[src/rtl/gpio_pkg.sv]
package gpio_pkg;
    localparam int NPINS      = 6;
    localparam int REG_W      = 8;
    localparam int INONLY_IDX = 3;
    localparam int XRST_IDX   = 3;
    localparam int TMR_IDX    = 2;
    localparam logic [NPINS-1:0] PU_MASK = 6'b001011;

    typedef enum logic { A_DATA = 1'b0, A_DIR = 1'b1 } addr_e;

    typedef logic [NPINS-1:0] pinvec_t;

    typedef struct packed {
        pinvec_t latch;
        pinvec_t dir;
    } port_regs_t;
endpackage

[src/rtl/gpio_sync.sv]
module gpio_sync #(
    parameter int W      = 6,
    parameter int STAGES = 2
) (
    input  logic         clk,
    input  logic         rst_n,
    input  logic [W-1:0] din,
    output logic [W-1:0] dout
);
    logic [STAGES-1:0][W-1:0] stg_d, stg_q;

    always_comb begin
        stg_d[0] = din;
        for (int s = 1; s < STAGES; s++) begin
            stg_d[s] = stg_q[s-1];
        end
    end

    always_ff @(posedge clk or negedge rst_n) begin
        if (!rst_n) begin
            stg_q <= '0;
        end else begin
            stg_q <= stg_d;
        end
    end

    assign dout = stg_q[STAGES-1];
endmodule

[src/rtl/gpio_regs.sv]
module gpio_regs
    import gpio_pkg::*;
#(
    parameter int W  = NPINS,
    parameter int DW = REG_W
) (
    input  logic          clk,
    input  logic          rst_n,
    input  logic          we,
    input  logic          addr,
    input  logic [DW-1:0] wdata,
    output logic [W-1:0]  latch_q,
    output logic [W-1:0]  dir_q
);
    typedef struct packed {
        logic [W-1:0] latch;
        logic [W-1:0] dir;
    } regs_t;

    regs_t r_d, r_q;

    always_comb begin
        r_d = r_q;
        if (we) begin
            if (addr == A_DATA) begin
                r_d.latch = wdata[W-1:0];
            end else begin
                r_d.dir = wdata[W-1:0];
            end
        end
    end

    always_ff @(posedge clk or negedge rst_n) begin
        if (!rst_n) begin
            r_q.latch <= '0;
            r_q.dir   <= '1;
        end else begin
            r_q <= r_d;
        end
    end

    assign latch_q = r_q.latch;
    assign dir_q   = r_q.dir;
endmodule

[src/rtl/gpio_wake.sv]
module gpio_wake #(
    parameter int W = 6
) (
    input  logic         clk,
    input  logic         rst_n,
    input  logic         snap_en,
    input  logic         wake_en,
    input  logic [W-1:0] mask,
    input  logic [W-1:0] pins,
    output logic         wake
);
    logic [W-1:0] snap_d, snap_q;
    logic [W-1:0] diff;

    always_comb begin
        snap_d = snap_q;
        if (snap_en) begin
            snap_d = pins;
        end
        diff = (pins ^ snap_q) & mask;
    end

    always_ff @(posedge clk or negedge rst_n) begin
        if (!rst_n) begin
            snap_q <= '0;
        end else begin
            snap_q <= snap_d;
        end
    end

    assign wake = wake_en && (|diff);
endmodule

[src/rtl/gpio_wake_port.sv]
module gpio_wake_port
    import gpio_pkg::*;
#(
    parameter int W           = NPINS,
    parameter int DW          = REG_W,
    parameter int SYNC_STAGES = 2
) (
    input  logic          clk,
    input  logic          rst_n,
    input  logic          bus_we,
    input  logic          bus_re,
    input  logic          bus_addr,
    input  logic [DW-1:0] bus_wdata,
    output logic [DW-1:0] bus_rdata,
    input  logic          cfg_pullup_en,
    input  logic          cfg_wake_en,
    input  logic          cfg_xrst_en,
    input  logic          cfg_tmr_clk_sel,
    input  logic [W-1:0]  cfg_alt_mask,
    input  logic [W-1:0]  pad_in,
    output logic [W-1:0]  pad_oe,
    output logic [W-1:0]  pad_out,
    output logic [W-1:0]  pad_pu,
    output logic          wake
);
    localparam int PAD_HI = DW - W;

    logic [W-1:0] pins_s;
    logic [W-1:0] latch_q, dir_q;
    logic [W-1:0] wake_mask;
    logic         data_read;

    gpio_sync #(.W(W), .STAGES(SYNC_STAGES)) u_sync (
        .clk (clk),
        .rst_n(rst_n),
        .din (pad_in),
        .dout(pins_s)
    );

    gpio_regs #(.W(W), .DW(DW)) u_regs (
        .clk    (clk),
        .rst_n  (rst_n),
        .we     (bus_we),
        .addr   (bus_addr),
        .wdata  (bus_wdata),
        .latch_q(latch_q),
        .dir_q  (dir_q)
    );

    assign data_read = bus_re && (bus_addr == A_DATA);

    always_comb begin
        wake_mask = PU_MASK[W-1:0];
        if (cfg_xrst_en) begin
            wake_mask[XRST_IDX] = 1'b0;
        end
    end

    gpio_wake #(.W(W)) u_wake (
        .clk    (clk),
        .rst_n  (rst_n),
        .snap_en(data_read),
        .wake_en(cfg_wake_en),
        .mask   (wake_mask),
        .pins   (pins_s),
        .wake   (wake)
    );

    always_comb begin
        if (bus_addr == A_DATA) begin
            bus_rdata = {{PAD_HI{1'b0}}, pins_s & ~cfg_alt_mask};
        end else begin
            bus_rdata = '0;
        end
    end

    assign pad_out = latch_q;

    for (genvar i = 0; i < W; i++) begin : g_pad
        if (i == INONLY_IDX) begin : g_inonly
            assign pad_oe[i] = 1'b0;
        end else if (i == TMR_IDX) begin : g_tmr
            assign pad_oe[i] = !dir_q[i] && !cfg_tmr_clk_sel;
        end else begin : g_plain
            assign pad_oe[i] = !dir_q[i];
        end

        if (i == XRST_IDX) begin : g_pu_xrst
            assign pad_pu[i] = cfg_pullup_en || cfg_xrst_en;
        end else if (PU_MASK[i]) begin : g_pu_shared
            assign pad_pu[i] = cfg_pullup_en;
        end else begin : g_pu_none
            assign pad_pu[i] = 1'b0;
        end
    end
endmodule

[config.mk]
export PLATFORM = sky130hd
export DESIGN_NAME = gpio_wake_port
export DESIGN_NICKNAME = d
export VERILOG_FILES = /design/src/rtl/gpio_pkg.sv /design/src/rtl/gpio_sync.sv /design/src/rtl/gpio_regs.sv /design/src/rtl/gpio_wake.sv /design/src/rtl/gpio_wake_port.sv
export SDC_FILE = /design/constraint.sdc
export NUM_CORES = 1
export LEC_CHECK = 0
export ABC_AREA = 1
export BUFFER_PORTS_ARGS = -buffer_cell sky130_fd_sc_hd__buf_2
export CORE_MARGIN = 1
export CORE_UTILIZATION = 43
export DETAILED_ROUTE_END_ITERATION = 12
export PLACE_DENSITY_LB_ADDON = 0.12
export SLEW_MARGIN = 20
export SYNTH_ARGS = -nofsm -noshare
export SYNTH_HDL_FRONTEND = slang
export SYNTH_SLANG_ARGS = --single-unit
export TNS_END_PERCENT = 10
[constraint.sdc]
create_clock -name clk -period 1 [get_ports clk]
set_input_delay 0.2 -clock clk [delete_from_list [all_inputs] [get_ports clk]]
set_output_delay 0.2 -clock clk [all_outputs]
set_load 0.05 [all_outputs]
Word-level counts from Yosys, hierarchy flattened:

Cells that the tools add are included.
W data, S select, Z words.

* bits in registers: 30
* latch bits: 0
* memory bits (writable): 0
* memory bits (read-only): 0
* bits of input ports: 29
* output and inout bits: 27
* word-level logic and storage cells: 25
* memories kept: 0

* $add $sub $neg: 0
* multiply operators: 0
* div/mod/pow operators: 0
* $lt $le $gt $ge: 0
* equality and inequality tests: 0
* shifts and indexed selects: 0
* multiplexer cells: 2
* bitwise gates (word level): 5
* reductions and logical operators: 13

Operator list (number)
* $and A6 B4 Y6: 1
* $and A6 B6 Y6: 1
* $logic_not A1 Y1: 6
* $mux W6: 1
* $not A6 Y6: 1
* $reduce_or A6 Y1: 1
* $xor A6 B6 Y6: 1
* $reduce_and A2 Y1: 2
* $logic_and A1 B1 Y1: 3
* $logic_or A1 B1 Y1: 1
* $mux W1: 1
* $not A1 Y1: 1

Depth between registers and ports, before layout:

* word-level depth: 4
* mapped depth: 6
* gate-level depth less buffers: 5

Cells and area by module:

A second synthesis with hierarchy kept.

* cell total of the unflattened synthesis: 153
* area total of the unflattened synthesis: 1323.8 µm²

By module, submodules not included
* gpio_regs: times used 1, cells each 53, area an instance 491.7 µm²
* gpio_wake: times used 1, cells each 51, area an instance 360.3 µm²
* gpio_sync: times used 1, cells each 12, area an instance 300.3 µm²
* gpio_wake_port: times used 1, cells each 37, area an instance 171.4 µm²

Least setup slack after synthesis:

OpenSTA, ideal clock, no wires.

* path type: input to output
* start: input bus_addr
* end: output bus_rdata[4]
* arrival time: 1.489 ns
* data required time: 0.800 ns
* path slack: -0.689 ns
* stages: 2
* path through: buf_6 -> nor3b_1

* word-level cells in the longest chain between the ends: 1

RTL lines
* start: declaration: line gpio_wake_port.sv:12 `input logic bus_addr,`
* $mux W6: line gpio_wake_port.sv:70 `if (bus_addr == A_DATA) begin`
* end: declaration: line gpio_wake_port.sv:14 `output logic [DW-1:0] bus_rdata,`

No other way between the ends.

Worst setup path in the final report:

* start: register u_wake.snap_q[3]
* end: output wake

* word-level cells in the longest chain between the ends: 4

RTL lines
* start: declaration: line gpio_wake.sv:12 `logic [W-1:0] snap_d, snap_q;`
* start signal: assignment: line gpio_wake.sv:27 `snap_q <= snap_d;`
* $xor A6 B6 Y6: line gpio_wake.sv:20 `diff = (pins ^ snap_q) & mask;`
* $and A6 B4 Y6: line gpio_wake.sv:20
* $reduce_or A6 Y1: line gpio_wake.sv:31 `assign wake = wake_en && (|diff);`
* $logic_and A1 B1 Y1: line gpio_wake.sv:31
* end: declaration: line gpio_wake_port.sv:24 `output logic wake`

No other way between the ends.

==> flow_summary.json <==
{
  "status": "finished with violations",
  "violations": "negative setup slack",
  "n_fill_cell": 176,
  "timing.final.crit_share": 1.491,
  "powerDensity_mw_per_mm2": 1529,
  "fin_crit_ps": 1491,
  "yosysTopAreaCellShare": 0.4884,
  "vias": 890,
  "place_hpwl_mm": 1.545,
  "netlist_area_sq_mm": 0.001076,
  "cts_buffer_depth": 2,
  "final_net_count": 196,
  "ant_nets": 0,
  "max_freq_mhz": 670.7,
  "yosys_warnings": 0,
  "cts-root-buf": "clkbuf_4",
  "worst_ep_arrival_time_ps": 1290,
  "synth_cell_types": 19,
  "grt_pass1_vias": 872,
  "antenna_cells": 0,
  "fin_skew_ps": 0.5981,
  "crit_path_start_kind": "flip-flop",
  "grt_antenna_before_repair": 0,
  "worstSetupPathType": "flip-flop to primary output",
  "synthCells": 108,
  "grt_max_degree": 16,
  "vias_per_cell": 4.588,
  "gp_congestion": 0.6535,
  "post_cts_buffers": 0,
  "setup_slack_ps": -490.9,
  "pre_cts_ws_ps": -214.0,
  "globalRouteTotalUtil": 0.1834,
  "pin_count": 56,
  "final_util": 0.7114,
  "synth_seq_cells": 26,
  "cp.required_ps": 800,
  "core-area_sq_mm": 0.002276,
  "slew_viol_final": 0,
  "grt.overflow.total": 0,
  "grt_first_pass_wirelength_mm": 3.581,
  "routedWlPerCell_microns": 11.31,
  "numCtsBuffers": 3,
  "port-buffer-count": 47,
  "die_y_microns": 52.03,
  "num_rows": 17,
  "dr.pass1.iters": 4,
  "vdd_drop_max_mv": 1.129,
  "drc_errors": 0,
  "setup_viol": 18,
  "whs_ps": 132.4,
  "area_delta_synth_final_pct": 50.46,
  "ys_seq_area_frac": 0.6105,
  "clk_latency_ps": 300,
  "die-area_sq_mm": 0.002707,
  "htree_levels": 1,
  "maxCapViolCount": 0,
  "finalWirelength_mm": 2.194,
  "clkSlewWorstSetupHoldPaths_ps": 130,
  "postSynthAreaPerCell_sq_um": 9.963,
  "cts_tree": "built",
  "synthTopCellsByArea": "dfrtp_1, dfstp_2, nand2_1, inv_1, buf_4",
  "cts_sinks": 26,
  "hold_viol": 0,
  "drive_above_1_share": 0.5120,
  "power.leakage_nw": 0.8417,
  "start_util": 0.4728,
  "hp-class": "input port to flip-flop",
  "yosysTopAreaCell": "dfrtp_1",
  "drt-initial-drc-count": 10,
  "rsz0062_at_grt": "true",
  "path_max_fanout": 3,
  "chipWidth_microns": 52.03,
  "cp-end-kind": "primary output"
}
==> logic make-up (layout without fill, tap and decap cells) <==
group	Yosys count	after routing	share of synthesized area
and+or+nand+nor	39	39	0.1593
other	1	6	0.003485
buffers and inverters	28	81	0.1442
DFF	26	26	0.6105
AOI/OAI and AO/OA	14	14	0.08254
==> repair_timing <==
action | 4_1_cts | 5_1_grt
pin swaps | 1 | 3
hold buffers | 7 | 0
gates cloned | 0 | 0
gates resized for setup | 42 | 2
endpoints found under the hold margin | 17 | 0
setup endpoints to repair | 18 | 19
==> final cells by class <==
class                   count  area (sq um)  share of cell area
inverters                  18         72.57             0.04482
repair buffers             59         467.9              0.2890
well taps                  28         35.03             0.02164
flip-flops and latches     26         656.9              0.4057
clock buffers               4         26.28             0.01623
multi-input cells          59         360.3              0.2226
==> per-stage QoR <==
step | power (mW) | cells | instance area [sq um] | setup TNS (ps)
after CTS | 2.504 | 194 | 1617 | -4107
final | 2.475 | 194 | 1619 | -3882
after floorplan | 1.750 | 113 | 1167 | -378.3
after global routing | 2.606 | 194 | 1619 | -4856
after global placement | 1.906 | 183 | 1405 | -1261
after detailed placement | 1.925 | 183 | 1405 | -1595
==> synthesized netlist by cell type, drive strengths merged <==
library cell / count
dfrtp: 21
o21ai: 13
nor3b: 2
dfstp: 5
or2: 1
inv: 18
nor2: 3
a21oi: 1
conb: 1
nand2: 29
nand3: 1
buf: 10
nor3: 3
==> layer usage <==
layer / global-route usage / routed length [microns] / up-vias
met2: 0.3568 / 1265 / 29
met5: 0 / 0 / -
li1: - / - / 427
met1: 0.1947 / 810 / 432
met3: 0.03509 / 105 / 2
met4: 0.05405 / 13 / 0
==> flip-flops by register name, summed over array words and instances (netlist names) <==
| register | flops |
|---|---|
| u_sync.dout | 6 |
| u_regs.dir_q | 5 |
| u_sync.stg_d | 6 |
| u_wake.snap_q | 3 |
| u_regs.latch_q | 6 |
==> worst max-delay path: stages (launching register included) <==
cell and delay [ps]:
dfrtp_1 420, inv_1 60, nand2_1 40, nand2_1 70, nand2_2 60, a21oi_4 150, buf_6 170
==> layout by cell type (no fill, tap or decap) <==
cell	n
o21ai_1	3
nor3b_4	2
clkbuf_1	1
nand2_1	26
a21oi_4	1
dfrtp_1	21
nor2_2	3
buf_6	18
dfstp_2	5
buf_4	4
buf_12	1
nor3_4	3
inv_1	11
dlygate4sd3_1	7
nand2_2	2
or2_2	1
inv_6	1
inv_2	6
o21ai_2	5
buf_2	29
nand3_1	1
clkbuf_4	3
conb_1	6
o21ai_0	5
nand2_4	1
==> path summary, 6_finish.rpt <==
check,from,endpoint,slack (ps),cells past startpoint
min reg2reg,u_sync.stg_d[8],u_sync.dout[2],360,0
max reg2reg,u_sync.dout[1],u_wake.snap_q[1],240,3
max in group asynchronous,rst_n,u_regs.dir_q[1],250,3
max,u_wake.snap_q[3],wake,-490,6
min,bus_wdata[1],u_regs.latch_q[1],130,3
min in group asynchronous,rst_n,u_sync.stg_d[10],290,2
==> power by group <==
| part | switching [mW] | leakage (nW) | internal [mW] |
|---|---|---|---|
| registers | 0.0621 | 0.304 | 1.17 |
| logic | 0.524 | 0.523 | 0.286 |
| clock network | 0.281 | 0.0150 | 0.156 |
| total | 0.868 | 0.842 | 1.61 |
No activity file was read; power rests on OpenSTA's default activity.
